`config.mk`:
```
export PLATFORM = sky130hd
export DESIGN_NAME = phase_step_seq
export DESIGN_NICKNAME = d
export VERILOG_FILES = /design/src/rtl/pss_pkg.sv /design/src/rtl/pss_timer.sv /design/src/rtl/pss_step_ctrl.sv /design/src/rtl/phase_step_seq.sv
export SDC_FILE = /design/constraint.sdc
export NUM_CORES = 1
export LEC_CHECK = 0
export BUFFER_PORTS_ARGS = -buffer_cell sky130_fd_sc_hd__buf_2
export CORE_MARGIN = 4
export CORE_UTILIZATION = 33
export DETAILED_ROUTE_END_ITERATION = 10
export HOLD_SLACK_MARGIN = 0.03
export SETUP_SLACK_MARGIN = 0.05
export SLEW_MARGIN = 10
export SYNTH_ARGS = -nofsm -noshare
export SYNTH_HDL_FRONTEND = slang
export SYNTH_SLANG_ARGS = --single-unit
```
`constraint.sdc`:
```
create_clock -name clk -period 1.7 [get_ports clk]
set_input_delay 0.17 -clock clk [delete_from_list [all_inputs] [get_ports clk]]
set_output_delay 0.17 -clock clk [all_outputs]
set_load 0.02 [all_outputs]
```
`src/rtl/pss_pkg.sv`:
```
package pss_pkg;
  typedef enum logic [1:0] {
    ST_IDLE  = 2'd0,
    ST_PULSE = 2'd1,
    ST_WAIT  = 2'd2
  } pss_state_e;
endpackage

```
`src/rtl/pss_timer.sv`:
```
module pss_timer #(
  parameter int W = 16
) (
  input  logic         clk,
  input  logic         rst_n,
  input  logic         clr,
  input  logic [W-1:0] limit,
  output logic         expired
);
  logic [W-1:0] cnt_q, cnt_n;
  logic         cnt_ce;
  logic         sat;

  assign sat     = &cnt_q;
  assign cnt_ce  = clr | ~sat;
  assign cnt_n   = clr ? '0 : cnt_q + 1'b1;
  assign expired = (limit != '0) && (cnt_q >= limit);

  always_ff @(posedge clk or negedge rst_n) begin
    if (!rst_n)      cnt_q <= '0;
    else if (cnt_ce) cnt_q <= cnt_n;
  end

  // counter never moves backwards except on a clear
  p_count_mono_r10: assert property (@(posedge clk) disable iff (!rst_n)
    !$past(clr) && !$past(sat) |-> cnt_q == $past(cnt_q) + 1'b1);
endmodule

```
`src/rtl/pss_step_ctrl.sv`:
```
module pss_step_ctrl
  import pss_pkg::*;
#(
  parameter int HOLD_MIN = 2,
  parameter int GAP_MIN  = 1
) (
  input  logic       clk,
  input  logic       rst_n,
  input  logic       go,
  input  logic       more,
  input  logic       pll_done,
  input  logic       tmo_hit,
  output pss_state_e state_o,
  output logic       step_o,
  output logic       fin_o,
  output logic       abort_o,
  output logic       tmr_clr_o
);
  localparam int LIM = (HOLD_MIN > GAP_MIN) ? HOLD_MIN : GAP_MIN;
  localparam int AW  = $clog2(LIM + 1);

  pss_state_e    state_q, state_n;
  logic [AW-1:0] age_q, age_n, age_inc;
  logic          seen_q, seen_n;
  logic          low_now, hold_ok, gap_ok;

  assign age_inc = (age_q == AW'(LIM)) ? age_q : age_q + 1'b1;
  assign low_now = seen_q | ~pll_done;
  assign hold_ok = age_q >= AW'(HOLD_MIN - 1);
  assign gap_ok  = age_q >= AW'(GAP_MIN - 1);

  always_comb begin
    state_n = state_q;
    age_n   = age_inc;
    seen_n  = seen_q;
    fin_o   = 1'b0;
    abort_o = 1'b0;
    unique case (state_q)
      ST_IDLE: begin
        age_n  = '0;
        seen_n = 1'b0;
        if (go) state_n = ST_PULSE;
      end
      ST_PULSE: begin
        seen_n = low_now;
        if (low_now && hold_ok) begin
          state_n = ST_WAIT;
          age_n   = '0;
          seen_n  = 1'b0;
        end else if (tmo_hit && !low_now) begin
          state_n = ST_IDLE;
          abort_o = 1'b1;
        end
      end
      ST_WAIT: begin
        seen_n = 1'b0;
        if (pll_done && gap_ok) begin
          fin_o   = 1'b1;
          age_n   = '0;
          state_n = more ? ST_PULSE : ST_IDLE;
        end else if (tmo_hit && !pll_done) begin
          state_n = ST_IDLE;
          abort_o = 1'b1;
        end
      end
      default: state_n = ST_IDLE;
    endcase
  end

  always_ff @(posedge clk or negedge rst_n) begin
    if (!rst_n) begin
      state_q <= ST_IDLE;
      age_q   <= '0;
      seen_q  <= 1'b0;
    end else begin
      state_q <= state_n;
      age_q   <= age_n;
      seen_q  <= seen_n;
    end
  end

  assign state_o   = state_q;
  assign step_o    = (state_q == ST_PULSE);
  assign tmr_clr_o = (state_n != state_q) || (state_q == ST_IDLE);

  // independent observers of the strobe for the assertions below
  logic [7:0] chk_hi_q;
  logic       chk_low_q;
  always_ff @(posedge clk or negedge rst_n) begin
    if (!rst_n) begin
      chk_hi_q  <= '0;
      chk_low_q <= 1'b0;
    end else begin
      chk_hi_q  <= step_o ? ((&chk_hi_q) ? chk_hi_q : chk_hi_q + 1'b1) : '0;
      chk_low_q <= step_o & (chk_low_q | ~pll_done);
    end
  end

  p_hold_min_r3: assert property (@(posedge clk) disable iff (!rst_n)
    $fell(step_o) && state_o == ST_WAIT |-> chk_hi_q >= 8'(HOLD_MIN));

  p_release_low_r4: assert property (@(posedge clk) disable iff (!rst_n)
    $fell(step_o) && state_o == ST_WAIT |-> chk_low_q);

  p_rise_after_done_r5: assert property (@(posedge clk) disable iff (!rst_n)
    $rose(step_o) && $past(state_o) == ST_WAIT |-> $past(pll_done));
endmodule

```
`src/rtl/phase_step_seq.sv`:
```
module phase_step_seq
  import pss_pkg::*;
#(
  parameter int CNT_W    = 16,
  parameter int SEL_W    = 3,
  parameter int TMO_W    = 16,
  parameter int HOLD_MIN = 2,
  parameter int GAP_MIN  = 1
) (
  input  logic             clk,
  input  logic             rst_n,
  input  logic             req_valid,
  input  logic [CNT_W-1:0] req_steps,
  input  logic             req_up,
  input  logic [SEL_W-1:0] req_sel,
  input  logic [TMO_W-1:0] tmo_limit,
  input  logic             pll_done,
  output logic             step_o,
  output logic             updown_o,
  output logic [SEL_W-1:0] cntsel_o,
  output logic             busy_o,
  output logic             done_o,
  output logic             err_o
);
  // reset: asserted at once, released after two clock edges
  logic [1:0] rs_q;
  logic       rst_s_n;
  always_ff @(posedge clk or negedge rst_n) begin
    if (!rst_n) rs_q <= 2'b00;
    else        rs_q <= {rs_q[0], 1'b1};
  end
  assign rst_s_n = rs_q[1];

  pss_state_e       state;
  logic             fin, abort, tmr_clr, tmo_hit, more;
  logic             accept, zero_req, go;
  logic [CNT_W-1:0] rem_q, rem_n;
  logic             rem_ce;
  logic             dir_q;
  logic [SEL_W-1:0] sel_q;
  logic [TMO_W-1:0] lim_q;
  logic             done_q, done_n, err_q, err_n;

  assign accept   = req_valid && (state == ST_IDLE);
  assign zero_req = accept && (req_steps == '0);
  assign go       = accept && (req_steps != '0);
  assign more     = (rem_q != CNT_W'(1));

  always_comb begin
    rem_n  = rem_q;
    rem_ce = 1'b0;
    if (go) begin
      rem_n  = req_steps;
      rem_ce = 1'b1;
    end else if (fin) begin
      rem_n  = rem_q - 1'b1;
      rem_ce = 1'b1;
    end
    done_n = zero_req | (fin & ~more) | abort;
    err_n  = abort;
  end

  always_ff @(posedge clk or negedge rst_s_n) begin
    if (!rst_s_n) begin
      rem_q  <= '0;
      dir_q  <= 1'b0;
      sel_q  <= '0;
      lim_q  <= '0;
      done_q <= 1'b0;
      err_q  <= 1'b0;
    end else begin
      if (rem_ce) rem_q <= rem_n;
      if (go) begin
        dir_q <= req_up;
        sel_q <= req_sel;
        lim_q <= tmo_limit;
      end
      done_q <= done_n;
      err_q  <= err_n;
    end
  end

  pss_step_ctrl #(.HOLD_MIN(HOLD_MIN), .GAP_MIN(GAP_MIN)) u_ctrl (
    .clk      (clk),
    .rst_n    (rst_s_n),
    .go       (go),
    .more     (more),
    .pll_done (pll_done),
    .tmo_hit  (tmo_hit),
    .state_o  (state),
    .step_o   (step_o),
    .fin_o    (fin),
    .abort_o  (abort),
    .tmr_clr_o(tmr_clr)
  );

  pss_timer #(.W(TMO_W)) u_tmr (
    .clk    (clk),
    .rst_n  (rst_s_n),
    .clr    (tmr_clr),
    .limit  (lim_q),
    .expired(tmo_hit)
  );

  assign busy_o   = (state != ST_IDLE);
  assign updown_o = dir_q;
  assign cntsel_o = sel_q;
  assign done_o   = done_q;
  assign err_o    = err_q;

  p_cfg_hold_r6: assert property (@(posedge clk) disable iff (!rst_s_n)
    busy_o && $past(busy_o) |-> $stable(updown_o) && $stable(cntsel_o));

  p_busy_end_r7: assert property (@(posedge clk) disable iff (!rst_s_n)
    $fell(busy_o) |-> done_o);

  p_zero_req_r9: assert property (@(posedge clk) disable iff (!rst_s_n)
    req_valid && !busy_o && req_steps == '0 |=> done_o && !busy_o);

  p_err_with_done_r11: assert property (@(posedge clk) disable iff (!rst_s_n)
    err_o |-> done_o);
endmodule

```
==> results.md <==
* Final setup viols at 21
* Fraction of registers with async set/reset at 100%
* Failing checks: negative setup slack
* Critical Path RT at 1.93 ns
* Vias in the first global route at 3,416
* Clock Skew at 0.00866 ns
* Pre-CTS setup slack at -0.677 ns
* Multi-input gate area at 0.00212 mm2
* Reg area at 0.00153 mm2
* First-pass GRT wire length at 15.9 mm
* Post-DRT Antenna Nets at 0
* Largest net degree at the start of global routing at 60
* Core area at 0.00991 mm2
* Overall Global Routing Usage at 17.1%
* Mapped Cells at 367
* Top-count cell post-synth: dfrtp_1
* Clock Latency Late Sink at 0.34 ns
* Die span in y at 110 um
* Ant diodes at 0
* Most area-hungry cell type in the Yosys netlist: dfrtp_1
* Worst hold endpoint: lim_q[6]
* Max-slew violations at 0
* Min-Delay Path Depth at 3
* Worst hold-check path type: in2reg
* Worst Setup End Kind: flop
* Die extent in x at 110 um
* Die ar. at 0.0121 mm2
* Max-Cap Viols at 0
* CTS tree: done
* Final Hold Fails at 0
* Final HPWL from detailed placement at 6.60 mm
* Max H-tree Level at 3
* Clk slew on worst S/H paths at 0.07 ns
* # clock sinks at 61
* Largest cells by area after synthesis: dfrtp_1 (45%), ha_1 (9.5%), o21ai_0 (5.9%)
* Clk buf depth at 2
* Total wire length at 9.92 mm
* FF-to-FF setup slack at -0.73 ns
* Main synth FF type: dfrtp_1
* Fmax at 412 MHz
* 1st-iter DRT viols at 114
* Area Growth Syn to Fin at 60.9%
* Static leakage at 2.56 nW
* Reg2reg path depth at 9
* Register area share after synthesis at 44.7%
* Outcome: complete, but fails checks
* Average vias per placed instance at 4.85
* Synthesized area per cell at 9.31 um2
* Total CTS buffers at 9
* Wire length per cell at 14.5 um
* RR Endpoint: u_tmr.cnt_q[15]
* Register bit total from synthesis at 61
* Critical path type: reg2reg
* Yosys warns at 0
* Final Cell Area at 0.00550 mm2
* Max FO, Critical Path at 8
* PnR worst setup slack at -0.730 ns
* Vias at 3,329
* Share of post-route cells with drive strength above 1 at 46.8%
* Period utilization at 143%
* Fillcell total at 863
* DRT Pass-1 Iters at 4
* Antenna violations before repair at 0
* Hold Crit Start: tmo_limit[6]
* DRC viols at 0
* Power Total at 0.00795 W
* Std-Cell Rows at 36
* Post-synth top cells: dfrtp_1 (61), nand2_1 (51), o21ai_0 (40), inv_1 (28)
* Critical path arrival at 2.66 ns
* Placed Area at 0.00463 mm2
* Post-synth EDFFs at 0
* VDD IR-drop max at 0.645 mV
* Startpoint types: flop
* Clock period minus final worst setup slack at 2.43 ns
* Port bufs at 47
* Clk root buf: clkbuf_8
* Gpl congestion at 0.842
* Netlist cell types at 45
* Reg2reg start: u_tmr.cnt_q[14]
* Number of primary I/O pins at 48
* Final nets at 614
* Pwr/cell area at 1440 mW/mm2
* Post-Syn Area at 0.00342 mm2
* Total grt overflow at 0
* Starting Density at 34.5%
* Share of the synthesized area in the top cell type at 44.7%
* RSZ-0062 raised after global routing: yes
* TNS Setup at -13.74 ns
* Dpl cells at 644
* Finished Layout Cells at 686
* Post-Syn Nets at 433
-- final cells by class --
cell class | count | share of cell area (%)
Multi-Input combinational cell | 269 | 38.5
Sequential cell | 61 | 27.8
Timing Repair Buffer | 179 | 25.0
Tap cell | 133 | 3.02
Clock buffer | 11 | 2.75
Inverter | 28 | 1.96
Clock inverter | 5 | 1.07
-- layout by cell type (no fill, tap or decap), types with 6 or more instances in the layout --
master	netlist	final
buf_4	0	117
xor2_1	12	12
nor2_1	26	15
nand3_1	10	8
dfrtp_1	61	60
xnor2_1	11	11
o21ai_0	40	29
a21oi_1	8	7
o21ai_1	0	10
nor2_2	0	9
ha_1	26	17
ha_4	0	8
buf_2	0	46
nand2_1	51	48
clkbuf_8	0	11
buf_6	1	6
inv_1	28	20
nand4_1	9	9
inv_2	0	7
nor4_1	13	9
-- timing repair --
item,CTS,global route
resized for setup,46,40
hold endpoints to repair,5,0
endpoints found under the setup margin,33,53
pin swaps,23,18
cloned,2,2
hold buffers,4,0
buffers inserted,7,11
-- flip-flops by register name, indices dropped and copies added (netlist names) --
name,flops
lim_q,16
rem_q,16
u_tmr.cnt_q,16
cntsel_o,3
rs_q,2
u_ctrl.age_q,2
u_ctrl.state_o,2
done_o,1
err_o,1
u_ctrl.seen_q,1
updown_o,1
-- cells by family after synthesis --
| group | count (synthesis) | share of synthesized area (%) |
|---|---|---|
| AO/OA/AOI/OAI | 71 | 13.1 |
| buffers and inverters | 37 | 4.28 |
| XOR/XNOR | 23 | 5.89 |
| AND/OR/NAND/NOR | 142 | 20.5 |
| adder cells (fa/ha/maj) | 26 | 9.52 |
| flip-flops | 61 | 44.7 |
| multiplexers | 6 | 1.94 |
| other | 1 | 0.110 |
-- power breakdown --
| group | switching (W) | internal [W] |
|---|---|---|
| Clock | 0.000600 | 0.000756 |
| Sequential | 0.000345 | 0.00193 |
| Combinational | 0.00203 | 0.00228 |
-- per-stage QoR --
step / hold WS [ns] / utilization, %
after floorplan: -0.126 / -
final: 0.0463 / 55.5
after detailed placement: -0.0418 / 46.8
after global placement: -0.0438 / 46.8
after global routing: 0.0382 / 55.5
after CTS: 0.0319 / 52.3
-- critical path, cell delays in order, from the launching register on --
cell and delay [ns]:
dfrtp_1 0.41, ha_1 0.31, nand4_1 0.18, nor3_2 0.25
nand3b_1 0.25, a31oi_4 0.30, o32ai_4 0.12, o2111ai_4 0.25
buf_6 0.20, nor2_2 0.04
-- routing by layer --
layer  up-vias  part of all wire, %  GRT usage, %
met5         -                    0             0
met1      1587                   42          21.0
met2        87                   51          29.9
li1       1640                    -             -
met4         0                  2.2          4.27
met3        15                  4.8          4.29
-- how the worst max path moves through the flow --
stage | from | to
finish | u_tmr.cnt_q[14] | u_tmr.cnt_q[15]
global route | lim_q[14] | u_tmr.cnt_q[14]
CTS | u_tmr.cnt_q[0] | u_tmr.cnt_q[13]
detailed placement | lim_q[0] | u_tmr.cnt_q[11]
global placement | u_tmr.cnt_q[0] | u_tmr.cnt_q[14]
floorplan | u_tmr.cnt_q[13] | u_tmr.cnt_q[9]
No activity file was read; power rests on OpenSTA's default activity.
